**src/rtl/pfq_pkg.sv**
```systemverilog
package pfq_pkg;

    localparam int DEF_ADDR_W     = 32;
    localparam int DEF_LINE_BYTES = 32;
    localparam int DEF_QDEPTH     = 8;
    localparam int DEF_SLOTS      = 8;
    localparam int DEF_CNT_W      = 16;
    localparam int NUM_OUTCOMES   = 4;

    // Fate of one presented load; NONE means it was not a candidate.
    typedef enum logic [2:0] {
        OUT_NONE,
        OUT_ACCEPT,
        OUT_FULL,
        OUT_BADADDR,
        OUT_DUP
    } outcome_e;

    // Counter select: bit 0 accepted, 1 full, 2 bad address, 3 duplicate.
    function automatic logic [NUM_OUTCOMES-1:0] outcome_bits(input outcome_e o);
        case (o)
            OUT_ACCEPT:  return 4'b0001;
            OUT_FULL:    return 4'b0010;
            OUT_BADADDR: return 4'b0100;
            OUT_DUP:     return 4'b1000;
            default:     return 4'b0000;
        endcase
    endfunction

endpackage

```
**src/rtl/pfq_fifo.sv**
```systemverilog
module pfq_fifo #(
    parameter int W     = 27,
    parameter int DEPTH = 8,
    localparam int PTR_W = (DEPTH > 1) ? $clog2(DEPTH) : 1,
    localparam int CNT_W = $clog2(DEPTH + 1)
) (
    input  logic         clk,
    input  logic         rst,
    input  logic         push,
    input  logic [W-1:0] push_data,
    input  logic         pop,
    output logic [W-1:0] head,
    output logic         empty,
    output logic         full,
    input  logic [W-1:0] probe,
    output logic         probe_hit
);

    logic [W-1:0]     mem [DEPTH];
    logic [DEPTH-1:0] occ;
    logic [DEPTH-1:0] hit;
    logic [PTR_W-1:0] wptr, rptr;
    logic [CNT_W-1:0] cnt;

    function automatic logic [PTR_W-1:0] adv(input logic [PTR_W-1:0] p);
        return (p == PTR_W'(DEPTH - 1)) ? '0 : p + 1'b1;
    endfunction

    assign empty = (cnt == '0);
    assign full  = (cnt == CNT_W'(DEPTH));
    assign head  = mem[rptr];

    always_ff @(posedge clk) begin
        if (rst) begin
            wptr <= '0;
            rptr <= '0;
            cnt  <= '0;
            occ  <= '0;
        end else begin
            if (pop) begin
                rptr      <= adv(rptr);
                occ[rptr] <= 1'b0;
            end
            if (push) begin
                wptr      <= adv(wptr);
                occ[wptr] <= 1'b1;
            end
            case ({push, pop})
                2'b10:   cnt <= cnt + 1'b1;
                2'b01:   cnt <= cnt - 1'b1;
                default: cnt <= cnt;
            endcase
        end
    end

    always_ff @(posedge clk) begin
        if (push) mem[wptr] <= push_data;
    end

    for (genvar g = 0; g < DEPTH; g++) begin : g_cmp
        assign hit[g] = occ[g] && (mem[g] == probe);
    end
    assign probe_hit = |hit;

endmodule

```
**src/rtl/pfq_inflight.sv**
```systemverilog
module pfq_inflight #(
    parameter int W     = 27,
    parameter int SLOTS = 8,
    localparam int IDX_W = (SLOTS > 1) ? $clog2(SLOTS) : 1
) (
    input  logic         clk,
    input  logic         rst,
    input  logic         alloc,
    input  logic [W-1:0] alloc_line,
    input  logic         rel,
    input  logic [W-1:0] rel_line,
    input  logic [W-1:0] probe,
    output logic         probe_hit,
    output logic         has_free
);

    logic [W-1:0]     slot_line [SLOTS];
    logic [SLOTS-1:0] busy;
    logic [SLOTS-1:0] hit;
    logic [IDX_W-1:0] free_idx;

    // Lowest free slot.
    always_comb begin
        free_idx = '0;
        has_free = 1'b0;
        for (int i = 0; i < SLOTS; i++) begin
            if (!busy[i] && !has_free) begin
                free_idx = IDX_W'(i);
                has_free = 1'b1;
            end
        end
    end

    always_ff @(posedge clk) begin
        if (rst) begin
            busy <= '0;
        end else begin
            for (int i = 0; i < SLOTS; i++) begin
                if (rel && busy[i] && (slot_line[i] == rel_line)) busy[i] <= 1'b0;
            end
            if (alloc && has_free) busy[free_idx] <= 1'b1;
        end
    end

    always_ff @(posedge clk) begin
        if (alloc && has_free) slot_line[free_idx] <= alloc_line;
    end

    for (genvar g = 0; g < SLOTS; g++) begin : g_cmp
        assign hit[g] = busy[g] && (slot_line[g] == probe);
    end
    assign probe_hit = |hit;

endmodule

```
**src/rtl/pfq_stats.sv**
```systemverilog
module pfq_stats #(
    parameter int CNT_W = 16,
    parameter int N     = 4
) (
    input  logic                    clk,
    input  logic                    rst,
    input  logic                    clear,
    input  logic [N-1:0]            inc,
    output logic [N-1:0][CNT_W-1:0] value
);

    logic [CNT_W-1:0] ctr [N];

    for (genvar g = 0; g < N; g++) begin : g_ctr
        always_ff @(posedge clk) begin
            if (rst || clear) begin
                ctr[g] <= '0;
            end else if (inc[g] && (ctr[g] != '1)) begin
                ctr[g] <= ctr[g] + 1'b1;
            end
        end
        assign value[g] = ctr[g];
    end

endmodule

```
**src/rtl/ra_prefetch_queue.sv**
```systemverilog
module ra_prefetch_queue
    import pfq_pkg::*;
#(
    parameter int ADDR_W     = DEF_ADDR_W,
    parameter int LINE_BYTES = DEF_LINE_BYTES,
    parameter int QDEPTH     = DEF_QDEPTH,
    parameter int SLOTS      = DEF_SLOTS,
    parameter int CNT_W      = DEF_CNT_W,
    localparam int OFF_W  = $clog2(LINE_BYTES),
    localparam int LINE_W = ADDR_W - OFF_W
) (
    input  logic              clk,
    input  logic              rst,
    input  logic              cand_valid,
    input  logic [ADDR_W-1:0] cand_addr,
    input  logic              cand_addr_ok,
    input  logic              cand_miss,
    output logic              req_valid,
    output logic [LINE_W-1:0] req_line,
    input  logic              req_ready,
    input  logic              resp_valid,
    input  logic [LINE_W-1:0] resp_line,
    input  logic              stat_clear,
    output logic [CNT_W-1:0]  cnt_accepted,
    output logic [CNT_W-1:0]  cnt_full,
    output logic [CNT_W-1:0]  cnt_badaddr,
    output logic [CNT_W-1:0]  cnt_dup
);

    logic [LINE_W-1:0] cand_line;
    logic              offset_unused;
    logic              q_hit, q_empty, q_full;
    logic              f_hit, f_free;
    logic              push, pop;
    outcome_e          outcome;
    logic [NUM_OUTCOMES-1:0]            inc;
    logic [NUM_OUTCOMES-1:0][CNT_W-1:0] stats;

    assign cand_line     = cand_addr[ADDR_W-1:OFF_W];
    assign offset_unused = ^cand_addr[OFF_W-1:0];

    // Priority: unknown address, duplicate, full, accept.
    always_comb begin
        outcome = OUT_NONE;
        if (cand_valid && cand_miss) begin
            if (!cand_addr_ok)         outcome = OUT_BADADDR;
            else if (q_hit || f_hit)   outcome = OUT_DUP;
            else if (q_full)           outcome = OUT_FULL;
            else                       outcome = OUT_ACCEPT;
        end
    end

    assign inc       = outcome_bits(outcome);
    assign push      = (outcome == OUT_ACCEPT);
    assign req_valid = !q_empty && f_free;
    assign pop       = req_valid && req_ready;

    pfq_fifo #(.W(LINE_W), .DEPTH(QDEPTH)) u_fifo (
        .clk       (clk),
        .rst       (rst),
        .push      (push),
        .push_data (cand_line),
        .pop       (pop),
        .head      (req_line),
        .empty     (q_empty),
        .full      (q_full),
        .probe     (cand_line),
        .probe_hit (q_hit)
    );

    pfq_inflight #(.W(LINE_W), .SLOTS(SLOTS)) u_inflight (
        .clk        (clk),
        .rst        (rst),
        .alloc      (pop),
        .alloc_line (req_line),
        .rel        (resp_valid),
        .rel_line   (resp_line),
        .probe      (cand_line),
        .probe_hit  (f_hit),
        .has_free   (f_free)
    );

    pfq_stats #(.CNT_W(CNT_W), .N(NUM_OUTCOMES)) u_stats (
        .clk   (clk),
        .rst   (rst),
        .clear (stat_clear),
        .inc   (inc),
        .value (stats)
    );

    assign cnt_accepted = stats[0];
    assign cnt_full     = stats[1];
    assign cnt_badaddr  = stats[2];
    assign cnt_dup      = stats[3];

endmodule

```
**config.mk**
```make
export PLATFORM = sky130hd
export DESIGN_NAME = ra_prefetch_queue
export DESIGN_NICKNAME = d
export VERILOG_FILES = /design/src/rtl/pfq_pkg.sv /design/src/rtl/pfq_fifo.sv /design/src/rtl/pfq_inflight.sv /design/src/rtl/pfq_stats.sv /design/src/rtl/ra_prefetch_queue.sv
export SDC_FILE = /design/constraint.sdc
export NUM_CORES = 1
export LEC_CHECK = 0
export ABC_CLOCK_PERIOD_IN_PS = 7900
export BUFFER_PORTS_ARGS = -buffer_cell sky130_fd_sc_hd__buf_2
export CORE_AREA = 3 3 213 215
export DETAILED_ROUTE_END_ITERATION = 8
export DIE_AREA = 0 0 216 218
export PLACE_DENSITY = 0.92
export SLEW_MARGIN = 5
export SYNTH_ARGS = -nofsm -noshare
export SYNTH_HDL_FRONTEND = slang
export SYNTH_SLANG_ARGS = --single-unit
```
**constraint.sdc**
```tcl
create_clock -name clk -period 7.9 [get_ports clk]
set_clock_uncertainty 0.2 [all_clocks]
set_input_delay 0.395 -clock clk [delete_from_list [all_inputs] [get_ports clk]]
set_output_delay 0.395 -clock clk [all_outputs]
set_load 0.05 [all_outputs]
```
==> run_results.csv <==
group,metric,value,unit
global_routing,grtUsageTotal,41.7,%
routing,vias,20400,
clock_network,cts_post_setup_buffers_inserted,0,
place,placed_area,29100,sq um
min_path,hp-start,"cand_addr[27]",
global_routing,use_met3,12.1,%
timing,fin_crit,5.36,ns
clock_network,cts_sinks,525,
synthesis,yosys.area.top_type_share,52.9,%
power,p_comb_share,19.6,%
place,gp_congestion,1.11,
min_path,whs_path_depth,1,
timing,final.setup.tns,0,ns
timing,fin_ws,2.54,ns
finish,area_growth,10.3,%
synthesis,syn_nets,2206,
synthesis,synthArstFlopShare,0,%
timing,slew_headroom,28.9,%
timing,rsz0062_at_grt,"no",
worst_setup_path,r2r-end,"u_fifo.cnt[3]$_SDFFE_PP0P_",
synthesis,yosys_warnings,0,
synthesis,netlist_top_cells_count,"xnor2_1 (609), edfxtp_1 (496), nand4_1 (279), xor2_1 (97), nor2_1 (93)",
floorplanning,die_h,218,um
floorplanning,coreArea,43900,sq um
worst_setup_path,cp-end-kind,"flip-flop",
global_routing,use_met1,52.3,%
power,power.switching,2340,uW
synthesis,synth_edf_count,496,
floorplanning,placementRows,77,
floorplanning,start_util,64.1,%
power,p_sw_share,30.8,%
global_routing,use_met2,62.7,%
global_routing,grt_max_degree,55,
synthesis,syn_area_per_cell,13.2,sq um
clock_network,cts_buffer_depth,3,
routing,finalWirelength,99400,um
floorplanning,io_pins,159,
routing,drc,0,
clock_network,cts_tree,"done",
clock_network,root_buffer,"clkbuf_16",
synthesis,synth_ff_type,"edfxtp_1",
worst_setup_path,timing.rr.start,"u_inflight.slot_line[7][9]$_DFFE_PP_",
place,dp_slack,2.52,ns
clock_network,clk_pin_slew,0.06,ns
worst_setup_path,criticalPathCategory,"in2reg",
power,p_seq_share,43.8,%
global_routing,grt_remaining_overflow,0,
power,power.leakage,0.00933,uW
min_path,hold_end,"u_fifo.mem[1][22]$_DFFE_PP_",
synthesis,ys_seq_elements,525,
worst_setup_path,worstPathMaxFanout,18,
synthesis,synth_cell_types,49,
timing,fin_crit_sh,67.9,%
place,dp_hpwl,66800,um
finish,regArea,15500,sq um
place,portBuffers,153,
power,power_density,245,nW/um^2
global_routing,busiest_layer,"met2",
power,peakVddDrop,0.000209,V
routing,drtPass1Iterations,7,
finish,fin_area,31100,sq um
synthesis,synth_area,28200,sq um
timing,timing.hold.ws,0.0994,ns
clock_network,htreeDepth,2,
global_routing,antenna_found_initial,7,
power,clkPwrFrac,36.6,%
clock_network,postCtsHoldBufs,2,
timing,max_freq,187,MHz
routing,wl_per_cell,34.3,um
clock_network,cts.repair.resized,0,
power,p_int,5260,uW
worst_setup_path,crit_required,8.25,ns
synthesis,ys_top_cells_by_area,"edfxtp_1 (53%), xnor2_1 (19%), nand4_1 (6.2%), mux4_2 (4.3%), xor2_1 (3.0%)",
finish,multi_input_area,11800,sq um
timing,final-hold-violation-count,0,
worst_setup_path,ff2ff_setup_slack,3.03,ns
floorplanning,fp.dieW,216,um
outcome,outcome,"completed",
synthesis,syn_inst,2127,
worst_setup_path,cp-start-kind,"input port",
global_routing,grt_first_pass_wirelength,138000,um
finish,fillers,3026,
timing,finalSetupViolCount,0,
run,maxCapViolations,0,
routing,first_iter_violations,2981,
global_routing,grt_pass1_vias,19600,
routing,ant_nets,0,
floorplanning,dieArea,47100,sq um
clock_network,clk_latency,0.63,ns
worst_setup_path,worstRegToRegCells,14,
timing,report.final.slew_viol_count,0,
finish,fin_nets,2336,
synthesis,synth_top_cell_by_area,"edfxtp_1",
finish,drive_gt1_share,17.3,%
synthesis,synth_most_common_cell,"xnor2_1",
synthesis,ys_seq_area_share,54.9,%
worst_setup_path,cp.arrival,5.71,ns
clock_network,numCtsBuffers,56,
routing,via_per_inst,7.04,
min_path,hold_class,"in2reg",
timing,max_slew.worst_pin.slew,1.06,ns
==> logic make-up (layout without fill, tap and decap cells) <==
family	count (synthesis)	count (layout)	synth area share, %
AO/OA/AOI/OAI	58	58	1.50
XOR/XNOR	706	706	21.9
adder cells (fa/ha/maj)	12	12	0.560
buffers and inverters	133	311	3.36
flip-flops	525	525	54.9
multiplexers	82	82	5.44
other	0	3	0
AND/OR/NAND/NOR	611	611	12.3
==> state kept, by name, indices dropped and copies added (netlist names), named ones only <==
signal                flops
u_fifo.cnt                4
u_fifo.mem              216
u_fifo.occ                8
u_fifo.rptr               3
u_fifo.wptr               3
u_inflight.busy           8
u_inflight.slot_line    216
u_stats.ctr              64
==> cell usage in the layout, fill, tap and decap left out, types with 4 or more instances in the layout <==
cell type and instances:
a21oi_1 14, a22oi_1 18, and3_1 12, buf_2 153
buf_4 31, bufinv_16 7, clkbuf_1 7, clkbuf_16 57
clkbuf_8 6, clkinv_2 17, dfxtp_1 26, edfxtp_1 496
ha_1 11, inv_1 19, mux2_2 28, mux4_2 54
nand2_1 51, nand2b_1 5, nand3_1 32, nand3b_1 12
nand4_1 279, nor2_1 88, nor2_2 7, nor2_4 8
nor3_1 37, nor3_2 6, nor4_1 53, o21ai_0 4
o41ai_1 7, or4_1 5, xnor2_1 609, xor2_1 97
==> layer usage <==
layer | up-vias | part of all wire, %
met1 | 9961 | 34
met3 | 474 | 14
met5 | - | 0.012
met2 | 1755 | 44
li1 | 8232 | -
met4 | 2 | 9.2
==> power groups by stage <==
stage,Clock [uW],Sequential [uW],Combinational (uW)
after floorplan,0,3380,898
after global placement,0,3380,1410
after detailed placement,0,3390,1420
after CTS,2780,3330,1430
after global routing,2900,3340,1500
final,2780,3330,1490
==> final cells by class <==
class                      instances  share of cell area (%)
antenna                            3                  0.0242
clock buffer                      70                    4.94
clock inverter                    36                    1.32
inverter                          19                   0.229
multi-input combinational       1469                    38.0
sequential                       525                    49.8
tap                              592                    2.38
timing repair buffer             186                    3.28
==> how the worst max path moves through the flow <==
stage | from | end | slack [ns] | cells after the start
floorplan | cand_addr[28] | u_fifo.mem[4][0]$_DFFE_PP_ | 2.65 | 11
global placement | cand_addr[5] | u_fifo.cnt[3]$_SDFFE_PP0P_ | 2.69 | 16
detailed placement | cand_addr[5] | u_fifo.cnt[3]$_SDFFE_PP0P_ | 2.52 | 16
CTS | cand_addr[17] | u_fifo.cnt[3]$_SDFFE_PP0P_ | 2.74 | 17
global route | cand_addr[17] | u_fifo.cnt[3]$_SDFFE_PP0P_ | 2.38 | 17
finish | cand_addr[17] | u_fifo.cnt[3]$_SDFFE_PP0P_ | 2.54 | 17
==> worst max-delay path, stage by stage <==
cell           delay (ns)
dlygate4sd3_1        0.52
buf_2                0.35
buf_4                0.41
xnor2_1              0.19
nand4_1              0.12
nor4_1               0.90
a22oi_1              0.21
nand4_1              0.32
nor3_4               0.11
nand2_1              0.61
ha_1                 0.34
ha_1                 0.25
a21o_1               0.18
a21oi_1              0.20
xnor2_1              0.10
or3_1                0.31
a21oi_1              0.14
==> through the flow <==
stage          utilization [%]  total power [uW]  instances
2_1_floorplan                -              4280       2127
3_3_place_gp              66.3              4790       2789
3_5_place_dp              66.3              4810       2789
4_1_cts                   70.7              7540       2897
5_1_grt                   70.7              7740       2898
6_report                  70.7              7600       2900
Power figures use the tool's default switching activity.
